===== config.mk =====
export PLATFORM = sky130hd
export DESIGN_NAME = i2c_bus_timer
export DESIGN_NICKNAME = d
export VERILOG_FILES = /design/src/rtl/i2ct_pkg.sv /design/src/rtl/i2ct_mode_dec.sv /design/src/rtl/i2ct_period_dec.sv /design/src/rtl/i2ct_core.sv /design/src/rtl/i2c_bus_timer.sv
export SDC_FILE = /design/constraint.sdc
export NUM_CORES = 1
export LEC_CHECK = 0
export BUFFER_PORTS_ARGS = -buffer_cell sky130_fd_sc_hd__buf_2
export CAP_MARGIN = 20
export CORE_MARGIN = 2
export CORE_UTILIZATION = 47
export DETAILED_ROUTE_END_ITERATION = 10
export PLACE_DENSITY_LB_ADDON = 0.3
export RECOVER_POWER = 100
export SLEW_MARGIN = 10
export SYNTH_ARGS = -nofsm -noshare
export SYNTH_HDL_FRONTEND = slang
export SYNTH_SLANG_ARGS = --single-unit

===== constraint.sdc =====
create_clock -name clk -period 4.7 [get_ports clk]
set_input_delay 1.41 -clock clk [delete_from_list [all_inputs] [get_ports clk]]
set_output_delay 1.41 -clock clk [all_outputs]
set_load 0.005 [all_outputs]

===== src/rtl/i2ct_pkg.sv =====
package i2ct_pkg;

    typedef enum logic [1:0] {
        MODE_IDLE = 2'd0,
        MODE_FREE = 2'd1,
        MODE_SLOW = 2'd2,
        MODE_BUS  = 2'd3
    } tmode_e;

    // Rank of a period code: 0 gives the longest times, 3 the shortest.
    function automatic int unsigned sel_rank(input logic [1:0] sel);
        unique case (sel)
            2'b10:   return 0;
            2'b01:   return 1;
            2'b00:   return 2;
            default: return 3;
        endcase
    endfunction

endpackage


===== src/rtl/i2ct_mode_dec.sv =====
module i2ct_mode_dec
    import i2ct_pkg::*;
(
    input  logic   run_en,
    input  logic   slave_en,
    input  logic   master_req,
    input  logic   master_act,
    output tmode_e mode
);
    logic any_flag;

    assign any_flag = slave_en | master_req | master_act;

    always_comb begin
        unique case ({any_flag, run_en})
            2'b00:   mode = MODE_IDLE;
            2'b01:   mode = MODE_FREE;
            2'b10:   mode = MODE_SLOW;
            default: mode = MODE_BUS;
        endcase
    end
endmodule


===== src/rtl/i2ct_period_dec.sv =====
module i2ct_period_dec
    import i2ct_pkg::*;
#(
    parameter int CNT_W  = 10,
    parameter int LOW_W  = 3,
    parameter int N_CODE = 4
) (
    input  logic [1:0]       period_sel,
    output logic [LOW_W-1:0] min_cnt,
    output logic [CNT_W-1:0] limit
);
    localparam int LIM_TOP = (1 << CNT_W) - 1;
    localparam int MIN_TOP = (1 << LOW_W) - 1;

    logic [CNT_W-1:0] lim_tab [N_CODE];
    logic [LOW_W-1:0] min_tab [N_CODE];

    for (genvar i = 0; i < N_CODE; i++) begin : g_tab
        assign lim_tab[i] = CNT_W'(LIM_TOP - i);
        assign min_tab[i] = LOW_W'(MIN_TOP - i);
    end

    logic [1:0] rank;
    assign rank    = 2'(sel_rank(period_sel));
    assign min_cnt = min_tab[rank];
    assign limit   = lim_tab[rank];
endmodule


===== src/rtl/i2ct_core.sv =====
module i2ct_core
    import i2ct_pkg::*;
#(
    parameter int CNT_W = 10,
    parameter int LOW_W = 3
) (
    input  logic             clk,
    input  logic             rst_n,
    input  logic             tick,
    input  tmode_e           mode,
    input  logic             bus_evt,
    input  logic             irq_clr,
    input  logic [LOW_W-1:0] min_cnt,
    input  logic [CNT_W-1:0] limit,
    output logic [CNT_W-1:0] cnt,
    output logic             strobe,
    output logic             irq
);
    typedef struct packed {
        logic [CNT_W-1:0] cnt;
        logic             done;
        logic             strobe;
        logic             irq;
    } st_t;

    st_t              s_d, s_q;
    logic             irq_set;
    logic [CNT_W-1:0] nxt;
    logic [LOW_W-1:0] lo_nxt;

    always_comb begin
        s_d        = s_q;
        s_d.strobe = 1'b0;
        irq_set    = 1'b0;
        nxt        = s_q.cnt + CNT_W'(1);
        lo_nxt     = s_q.cnt[LOW_W-1:0] + LOW_W'(1);
        unique case (mode)
            MODE_IDLE: begin
                s_d.cnt  = '0;
                s_d.done = 1'b0;
            end
            MODE_FREE: begin
                if (tick) begin
                    s_d.cnt = nxt;
                    if (&s_q.cnt) irq_set = 1'b1;
                end
            end
            MODE_SLOW: begin
                if (bus_evt) begin
                    s_d.cnt  = '0;
                    s_d.done = 1'b0;
                end else if (tick) begin
                    s_d.cnt[LOW_W-1:0] = lo_nxt;
                    if (lo_nxt == min_cnt && !s_q.done) begin
                        s_d.strobe = 1'b1;
                        s_d.done   = 1'b1;
                    end
                end
            end
            MODE_BUS: begin
                if (bus_evt) begin
                    s_d.cnt  = '0;
                    s_d.done = 1'b0;
                end else if (tick) begin
                    if (nxt == limit) begin
                        s_d.cnt  = '0;
                        s_d.done = 1'b0;
                        irq_set  = 1'b1;
                    end else begin
                        s_d.cnt = nxt;
                        if (nxt[LOW_W-1:0] == min_cnt && !s_q.done) begin
                            s_d.strobe = 1'b1;
                            s_d.done   = 1'b1;
                        end
                    end
                end
            end
            default: ;
        endcase
        if (irq_set)      s_d.irq = 1'b1;
        else if (irq_clr) s_d.irq = 1'b0;
    end

    always_ff @(posedge clk or negedge rst_n) begin
        if (!rst_n) s_q <= '0;
        else        s_q <= s_d;
    end

    assign cnt    = s_q.cnt;
    assign strobe = s_q.strobe;
    assign irq    = s_q.irq;
endmodule


===== src/rtl/i2c_bus_timer.sv =====
module i2c_bus_timer
    import i2ct_pkg::*;
#(
    parameter int CNT_W = 10,
    parameter int LOW_W = 3
) (
    input  logic       clk,
    input  logic       rst_n,
    input  logic       tick,
    input  logic       run_en,
    input  logic       slave_en,
    input  logic       master_req,
    input  logic       master_act,
    input  logic [1:0] period_sel,
    input  logic       scl_edge,
    input  logic       bus_start,
    input  logic       bus_stop,
    input  logic       irq_clr,
    output logic       min_time_done,
    output logic       timeout_irq
);
    tmode_e           mode;
    logic             bus_evt;
    logic [LOW_W-1:0] min_cnt;
    logic [CNT_W-1:0] limit;
    logic [CNT_W-1:0] cnt_w;

    assign bus_evt = scl_edge | bus_start | bus_stop;

    i2ct_mode_dec u_mode (
        .run_en     (run_en),
        .slave_en   (slave_en),
        .master_req (master_req),
        .master_act (master_act),
        .mode       (mode)
    );

    i2ct_period_dec #(.CNT_W(CNT_W), .LOW_W(LOW_W)) u_period (
        .period_sel (period_sel),
        .min_cnt    (min_cnt),
        .limit      (limit)
    );

    i2ct_core #(.CNT_W(CNT_W), .LOW_W(LOW_W)) u_core (
        .clk     (clk),
        .rst_n   (rst_n),
        .tick    (tick),
        .mode    (mode),
        .bus_evt (bus_evt),
        .irq_clr (irq_clr),
        .min_cnt (min_cnt),
        .limit   (limit),
        .cnt     (cnt_w),
        .strobe  (min_time_done),
        .irq     (timeout_irq)
    );
endmodule


Word-level counts from Yosys, hierarchy flattened:

Index checks and enable logic that the tools add are counted.

* register bits: 13
* bits in latches: 0
* memory bits (writable): 0
* bits in read-only memories: 0
* input port bits: 13
* output and inout bits: 2
* memories kept: 0

* add/subtract/negate cells: 2
* multipliers: 0
* div/mod/pow operators: 0
* magnitude comparators: 1
* eq/ne operators: 16
* shift operators: 0
* muxes and demuxes: 31
* bitwise gates (word level): 5
* reductions and logical operators: 12

Operator list (number)
* $pmux W10 S4: 1
* $mux W10: 3
* $mux W11: 2
* $bmux W10 S2: 1
* $mux W12: 1
* $pmux W2 S3: 2
* $add A10 B1 Y10 const B: 1
* $eq A10 B10 Y1: 1
* $mux W1: 10
* $reduce_and A10 Y1: 1
* $eq A2 B2 Y1 const B: 4
* $mux W7: 1
* $bmux W3 S2: 1
* $eq A2 B1 Y1 const B: 3
* $eq A3 B3 Y1: 2
* $logic_not A2 Y1: 3
* $mux W3: 2
* $ne A3 B3 Y1 const B: 2
* $reduce_and A3 Y1: 2
* $mux W5: 1
* $reduce_and A5 Y1: 1
* $mux W2: 2
* $mux W4: 1
* $ne A2 B2 Y1 const B: 2
* other kinds (12): 17

Longest topological paths before layout:

Gate-level depths: netlist of run 1.

* word-level depth: 13
* depth in mapped cells: 8

By module:

From an unflattened synthesis of run 1, not the netlist that was laid out.

* cell total of the unflattened synthesis: 161
* area total of the unflattened synthesis: 1356.3 µm²

Modules (own cells, without submodules)
* i2ct_core: instances 1, cells an instance 141, area an instance 1217.4 µm², seq. area each 325.3 µm²
* i2ct_period_dec: instances 1, cells an instance 17, area an instance 122.6 µm², seq. area each 0.0 µm²
* i2ct_mode_dec: instances 1, cells an instance 2, area an instance 10.0 µm², seq. area each 0.0 µm²
* i2c_bus_timer: instances 1, cells an instance 1, area an instance 6.3 µm², seq. area each 0.0 µm²

Least setup slack after synthesis of run 1:

No wires, ideal clock.

* kind: input to register
* start point: input master_req
* end point: register u_core.s_q, in the netlist u_core.cnt[6]
* setup time: 0.134 ns
* data arrival time: 2.677 ns
* required time: 4.566 ns
* slack: 1.889 ns
* stages: 6
* path through: nor3_1 -> or4_1 -> o21ai_0 -> buf_2 -> nand3_1 -> o311ai_1

* longest elaborated chain between the ends: 7
* elaborated cells on any way between the ends: 15

RTL lines
* start, declared: RTL line i2c_bus_timer.sv:12 `input logic master_req,`
* $or A1 B1 Y1 (*) (2 in a row): RTL line i2ct_mode_dec.sv:12 `assign any_flag = slave_en | master_req | master_act;`
* $eq A2 B2 Y1, or another cell as far along: RTL line i2ct_mode_dec.sv:15 `unique case ({any_flag, run_en})`
* $pmux W2 S3 (*): RTL line i2ct_mode_dec.sv:15
* $eq A2 B2 Y1 or $eq A2 B1 Y1 (tied branches): RTL line i2ct_core.sv:37 `unique case (mode)`
* $ne A3 B3 Y1 (no line) or $ne A2 B2 Y1 (tied branches)
* $reduce_and A3 Y1 (no line)
* end signal, assigned: RTL line i2ct_core.sv:85 `if (!rst_n) s_q <= '0;`
* end signal, assigned: RTL line i2ct_core.sv:86 `else s_q <= s_d;`
* end, declared: RTL line i2ct_core.sv:26 `st_t s_d, s_q;`

Mark *: on every way between the ends. The rest lies on a longest branch, timed or not.
A chain may end at the register's enable or synchronous reset.

Final worst setup path of run 1:

* start point: input master_req
* end point: register u_core.s_q, in the netlist u_core.cnt[8]

Same word-level chain as after synthesis.

==> impl_metrics.env, run 1 <==
export IMPL_clkPwrFrac_pct=33.1
export IMPL_max_freq_mhz=325.8
export IMPL_crit_top_cell="o21ai_0"
export IMPL_period_needed_ns=3.070
export IMPL_fin_skew_ns=0.002883
export IMPL_critical_path_class="input pin to register"
export IMPL_min_from="u_core.s_q[2]"
export IMPL_crit_required_ns=4.85
export IMPL_start_util_pct=50.25
export IMPL_critPathSlowestCell="nor3_1"
export IMPL_crit_fanout=12
export IMPL_synthCells=120
export IMPL_synthFlopType="dfrtp_1"
export IMPL_grt_start_max_net_pins=14
export IMPL_io_pins=15
export IMPL_cp_top_family="simple AND/OR/NAND/NOR gates"
export IMPL_syn_area_per_cell_um2=8.300
export IMPL_r2r_start="u_core.cnt[0]"
export IMPL_cp_data_arrival_time_ns=3.22
export IMPL_tightest_slew_ns=0.9415
export IMPL_fp_dieH_um=50.04
export IMPL_outcome="complete, no violations"
export IMPL_slowest_delay_ns=0.69
export IMPL_antenna_found_initial=0
export IMPL_grt_util_all_layers_pct=18.91
export IMPL_fin_nets=145
export IMPL_path_clk_slew_ns=0.08
export IMPL_cts_root_buf="clkbuf_4"
export IMPL_dp_cells=153
export IMPL_final_antenna_net_count=0
export IMPL_wl_um=2272
export IMPL_cp_cell_sequence="buf_2 -> nor3_1 -> or4_1 -> o21ai_0 -> clkbuf_1 -> a32oi_1 -> o21ai_0"
export IMPL_firstDrtPassIters=4
export IMPL_maxSlewViolCount=0
export IMPL_seqPwrFrac_pct=55.2
export IMPL_cts_tree="yes"
export IMPL_setup_viol=0
export IMPL_drt_iter0_markers=25
export IMPL_clock_latency_ns=0.27
export IMPL_powerDensity_nw_per_um2=190.8
export IMPL_dieArea_um2=2504
export IMPL_postCtsSetupRepairBufs=0
export IMPL_p_sw_mw=0.05206
export IMPL_critPathLaunchType="input pin"
export IMPL_setup_worst_path_end_class="register"
export IMPL_cts_resized=0
export IMPL_critical_path_buf_inv_count=2
export IMPL_ir_drop_mv=0.1399
export IMPL_vias_per_cell=6.357
export IMPL_n_antenna_cell=0
export IMPL_place_congestion=0.8477
export IMPL_syn_nets=134
export IMPL_hold_violations=0
export IMPL_grt_pass1_wl_um=3636
export IMPL_overflow=0
export IMPL_stdcell_count=157
export IMPL_die_w_um=50.04
export IMPL_synth_edf_count=0
export IMPL_p_int_mw=0.1535
export IMPL_yosysWarningCount=0
export IMPL_cts_sinks=13
export IMPL_async_flop_share_pct=100.0
export IMPL_cap_violations=0
export IMPL_coreArea_um2=1982
export IMPL_grt_setup_unrepaired="no"
export IMPL_rows=16
export IMPL_p_sw_share_pct=25.33
export IMPL_comb_power_share_pct=11.8
export IMPL_clockBufferDepth=2
export IMPL_ys_seq_area_share_pct=32.66
export IMPL_post_route_drc_count=0
export IMPL_syn_cell_area_um2=996.0
export IMPL_wire_per_inst_um=14.47
export IMPL_syn2layout_area_growth_pct=8.166
export IMPL_dr_total_vias=998
export IMPL_numCtsBuffers=3
export IMPL_min_period_over_period_pct=65.32
export IMPL_whs_ns=0.4688
export IMPL_dp_hpwl_um=1748
export IMPL_htree_levels=1
export IMPL_final_layout_size_suffix_gt1_share_pct=16.92
export IMPL_utilization_pct=54.36
export IMPL_holdBufCountCts=0
export IMPL_grt_pass1_vias=826
export IMPL_ys_ff_latch=13
export IMPL_hp_class="register to register"
export IMPL_fill_cells=186
export IMPL_final_setup_tns_ns=0
export IMPL_p_leak_nw=0.4073
export IMPL_ys_types=38
export IMPL_io_buffers=14
export IMPL_maxSlewHeadroom_pct=36.65
export IMPL_critPathLaunch="master_req"
kinds of logic (layout without fill, tap and decap cells):
kind of cell / Yosys count / after routing / share of synthesized area, %
AOI/OAI and AO/OA: 35 / 35 / 25.25
and+or+nand+nor: 57 / 57 / 32.79
adders and majority gates: 1 / 1 / 1.256
xor gates and xnor gates: 2 / 2 / 1.759
buffers and inverters: 11 / 21 / 5.275
DFF: 13 / 13 / 32.66
muxes: 1 / 1 / 1.005
metal layers:
metal | part of all wire [%] | vias to the layer above | GRT usage (%)
met5 | 0 | - | 0
met4 | 0.44 | 0 | 2.778
met3 | 7.6 | 2 | 5.455
met2 | 49 | 39 | 30.92
met1 | 43 | 477 | 25.05
li1 | - | 480 | -
layout by cell type, fill, tap and decap left out, types with 2 or more instances in the layout:
master	instances
dfrtp_1	13
a31o_2	2
or3_1	2
nand4_1	10
nor2_1	8
nand3_1	11
buf_2	12
nand4b_1	2
nand2b_1	2
o21ai_0	10
a21oi_1	4
clkbuf_4	3
inv_1	2
o22ai_1	2
clkbuf_1	4
o311ai_0	2
o31ai_1	4
nand3b_1	4
nand2_1	8
xnor2_1	2
a21o_1	3
nor3_1	3
a31oi_1	3
final cells by class:
class / instances / area (um^2) / share of cell area [%]
Tap cell: 27 / 33.78 / 3.136
Clock buffer: 4 / 26.28 / 2.439
Inverter: 2 / 7.507 / 0.6969
Timing Repair Buffer: 15 / 71.32 / 6.620
Sequential cell: 13 / 325.3 / 30.20
Multi-Input combinational cell: 96 / 613.1 / 56.91
worst paths after layout:
path | endpoint | slack (ns) | cells past startpoint
worst max-delay path | u_core.cnt[8] | 1.63 | 7
worst min-delay path | u_core.strobe | 0.47 | 1
worst max register to register | u_core.cnt[6] | 2.23 | 7
worst min register to register | u_core.strobe | 0.47 | 1
max in group asynchronous | u_core.cnt[6] | 3.11 | 1
min in group asynchronous | u_core.cnt[0] | 1.15 | 1
state kept, by name, summed over array words and instances, names as in the netlist:
register       count
u_core.cnt        10
u_core.irq         1
u_core.s_q         1
u_core.strobe      1
synth_stat cells, types with 2 or more instances:
cell type | count | area (um^2)
o21ai_0 | 9 | 45.04
buf_4 | 2 | 15.01
clkbuf_1 | 4 | 15.01
nand3b_1 | 4 | 30.03
a21o_1 | 3 | 22.52
or3_1 | 2 | 12.51
nand4_1 | 10 | 62.56
o22ai_1 | 2 | 12.51
a21oi_1 | 4 | 20.02
nand2b_1 | 2 | 12.51
inv_1 | 2 | 7.510
nand3_2 | 2 | 20.02
nand3_1 | 10 | 50.05
buf_2 | 3 | 15.01
o31ai_1 | 4 | 30.03
dfrtp_1 | 13 | 325.3
o311ai_1 | 2 | 17.52
a31o_2 | 2 | 17.52
nor2_1 | 8 | 30.03
nand4b_1 | 2 | 17.52
nor3_1 | 3 | 15.01
nand2_1 | 8 | 30.03
xnor2_1 | 2 | 17.52
a31oi_1 | 3 | 18.77
metrics by stage:
stage | area, um^2 | worst slack [ns] | power (mW)
2_1_floorplan | 996.0 | 1.889 | 0.1293
3_3_place_gp | 1062 | 1.655 | 0.1397
3_5_place_dp | 1062 | 1.537 | 0.1404
4_1_cts | 1089 | 1.848 | 0.2095
5_1_grt | 1077 | 1.518 | 0.2151
6_report | 1077 | 1.630 | 0.2055
power by group through the flow:
stage	Sequential (mW)	Combinational (mW)	Clock, mW
after CTS	0.113	0.0248	0.0713
after floorplan	0.115	0.0145	0
after detailed placement	0.116	0.0248	0
after global routing	0.114	0.0269	0.0747
after global placement	0.116	0.0241	0
final	0.113	0.0242	0.0680
No activity file was read; power rests on OpenSTA's default activity.
==> run 2: changes to the inputs <==
Settings changed: ABC_AREA set to 1.
Clock period 4.7 ns to 3.18 ns, I/O delays scaled along.
==> run 2 against run 1 <==
Combinational power increased by 58%. Critical path type is now register to register. Clock-buffer cell count unchanged. Non-clock buffer count down 1. Wire length down 6.9%.
==> impl_metrics.env, run 2 <==
export IMPL_outcome="complete, no violations"
export IMPL_place_congestion=0.8593
export IMPL_max_freq_mhz=419.3
export IMPL_rows=17
export IMPL_final_common_cell="nand2_1"
export IMPL_crit_required_ns=3.38
export IMPL_cp_num_cells=11
export IMPL_fin_nets=186
export IMPL_ys_seq_area_share_pct=31.33
export IMPL_cp_top_family="simple AND/OR/NAND/NOR gates"
export IMPL_cts_sinks=13
export IMPL_wire_per_inst_um=10.63
export IMPL_synthFlopType="dfrtp_1"
export IMPL_syn_nets=168
export IMPL_cts_resized=0
export IMPL_clock_latency_ns=0.28
export IMPL_largest_reg_flops=10
export IMPL_final_antenna_net_count=0
export IMPL_hold_depth=2
export IMPL_cts_root_buf="clkbuf_4"
export IMPL_start_util_pct=48.34
export IMPL_setup_viol=0
export IMPL_cap_violations=0
export IMPL_cts_tree="yes"
export IMPL_p_int_mw=0.2286
export IMPL_hold_violations=0
export IMPL_p_sw_mw=0.08103
export IMPL_clockBufferDepth=2
export IMPL_p_leak_nw=0.5936
export IMPL_yosysMostFrequentCell="nand2_1"
export IMPL_whs_ns=0.5409
export IMPL_dr_total_vias=968
export IMPL_grt_util_all_layers_pct=19.20
export IMPL_firstDrtPassIters=4
export IMPL_design_area_um2=1131
export IMPL_synth_mux_area_share_pct=0
export IMPL_wl_um=2115
export IMPL_coreArea_um2=2148
export IMPL_synth_top_family_by_area="simple AND/OR/NAND/NOR gates"
export IMPL_cp_data_arrival_time_ns=2.59
export IMPL_die_w_um=51.01
export IMPL_grt_setup_unrepaired="no"
export IMPL_synth_top_area_cell="dfrtp_1"
export IMPL_holdBufCountCts=0
export IMPL_final_setup_tns_ns=0
export IMPL_seqPwrFrac_pct=54.5
export IMPL_ir_drop_mv=0.2584
export IMPL_path_clk_slew_ns=0.09
export IMPL_syn_area_per_cell_um2=6.743
export IMPL_ys_ff_latch=13
export IMPL_fin_skew_ns=0.01712
export IMPL_final_cell_mix="56 x nand2_1, 21 x inv_1, 18 x nand3_1, 13 x buf_2, 13 x dfrtp_1"
export IMPL_comb_power_share_pct=12.3
export IMPL_critical_path_buf_inv_count=1
export IMPL_cp_cell_sequence="ha_1 -> nand2_1 -> nor2_4 -> nand4_1 -> nand2_1 -> clkinv_1 -> nand3_1 -> nor2_1 -> o21ai_0 -> nand3_1 -> nand2_1"
export IMPL_crit_top_cell="nand2_1"
export IMPL_fp_dieH_um=51.01
export IMPL_hp_class="register to register"
export IMPL_grt_start_max_net_pins=14
export IMPL_critPathLaunchType="register"
export IMPL_syn_cell_area_um2=1038
export IMPL_numCtsBuffers=3
export IMPL_synth_compound_area_share_pct=5.783
export IMPL_min_period_over_period_pct=75.00
export IMPL_maxSlewHeadroom_pct=49.51
export IMPL_critPathSlowestCell="o21ai_0"
export IMPL_period_needed_ns=2.385
export IMPL_clkPwrFrac_pct=33.2
export IMPL_io_pins=15
export IMPL_crit_fanout=7
export IMPL_post_route_drc_count=0
export IMPL_yosys_area_share_adder_pct=1.205
export IMPL_yosysWarningCount=0
export IMPL_drt_iter0_markers=20
export IMPL_n_antenna_cell=0
export IMPL_ys_types=24
export IMPL_tightest_slew_ns=0.7573
export IMPL_synth_edf_count=0
export IMPL_htree_levels=1
export IMPL_overflow=0
export IMPL_syn2layout_area_growth_pct=8.915
export IMPL_setup_worst_path_end_class="register"
export IMPL_antenna_found_initial=0
export IMPL_powerDensity_nw_per_um2=273.7
export IMPL_synth_area_leaders="dfrtp_1 31%, nand2_1 19%, nand3_1 8.2%, inv_1 7.6%, nand2_2 6.0%"
export IMPL_maxSlewViolCount=0
export IMPL_dp_hpwl_um=1761
export IMPL_grt_pass1_vias=909
export IMPL_synth_top_area_share_pct=31.33
export IMPL_reg2reg_depth=11
export IMPL_grt_pass1_wl_um=3746
export IMPL_async_flop_share_pct=100.0
export IMPL_synthCells=154
export IMPL_critical_path_class="register to register"
export IMPL_postCtsSetupRepairBufs=0
export IMPL_io_buffers=14
export IMPL_vias_per_cell=4.864
export IMPL_dieArea_um2=2602
export IMPL_slowest_delay_ns=0.59
export IMPL_postPlaceCellArea_um2=1132
export IMPL_ys_top_cells_by_count="52 x nand2_1, 21 x inv_1, 17 x nand3_1"
export IMPL_synth_xor_area_share_pct=1.566
export IMPL_final_layout_size_suffix_gt1_share_pct=19.30
export IMPL_p_sw_share_pct=26.17
export IMPL_synth_simple_area_share_pct=50.36
==> run 2: area by class of cell <==
type	instances	area (um^2)
inverter	24	90.09
sequential	13	325.3
clock buffer	4	26.28
fill	230	1017
tap	28	35.03
multi-input combinational	116	585.6
timing repair buffer	14	68.82
==> run 2: worst register-to-register path, delay by kind of cell, from the launching register on <==
kind | cells | cell delay (ns)
AO/OA/AOI/OAI | 1 | 0.59
AND/OR/NAND/NOR | 8 | 0.92
adder cells (fa/ha/maj) | 1 | 0.27
buffers and inverters | 1 | 0.09
flip-flops | 1 | 0.44
==> run 2: cells by family (layout without fill, tap and decap cells) <==
kind of cell	count (synthesis)	in the layout
simple gates	106	106
buf+inv	25	42
flops	13	13
compound gates	8	8
fa+ha+maj	1	1
xor+xnor	1	1
==> run 2: per-stage QoR <==
step / total power [mW] / utilization, % / worst slack, ns / instances
CTS: 0.3133 / 53.93 / 1.108 / 199
finish: 0.3096 / 52.65 / 0.7952 / 199
detailed placement: 0.2112 / 52.71 / 0.8174 / 195
global placement: 0.2102 / 52.71 / 0.8951 / 195
floorplan: 0.1935 / - / 1.118 / 154
global route: 0.3236 / 52.65 / 0.5514 / 199
==> run 2: final timing paths <==
path                               start       endpoint  slack, ns
setup / recovery           u_core.cnt[0]  u_core.cnt[9]       0.80
hold / removal             u_core.cnt[6]  u_core.cnt[6]       0.54
setup reg to reg           u_core.cnt[0]  u_core.cnt[9]       0.80
hold reg to reg            u_core.cnt[6]  u_core.cnt[6]       0.54
max in group asynchronous          rst_n  u_core.cnt[9]       1.98
min in group asynchronous          rst_n  u_core.cnt[5]       0.71
==> run 2: routing by layer <==
metal / GRT usage (%) / part of all wire, %
met5: 0 / 0
met4: 8.108 / 1.4
met3: 1.754 / 2.4
met2: 32.68 / 47
met1: 24.81 / 49
==> run 2: power by group through the flow <==
stage          logic (mW)  clock network [mW]  registers [mW]
4_1_cts            0.0396               0.105           0.169
6_report           0.0382               0.103           0.169
3_5_place_dp       0.0394                   0           0.172
2_1_floorplan      0.0219                   0           0.172
3_3_place_gp       0.0383                   0           0.172
5_1_grt            0.0444               0.110           0.169
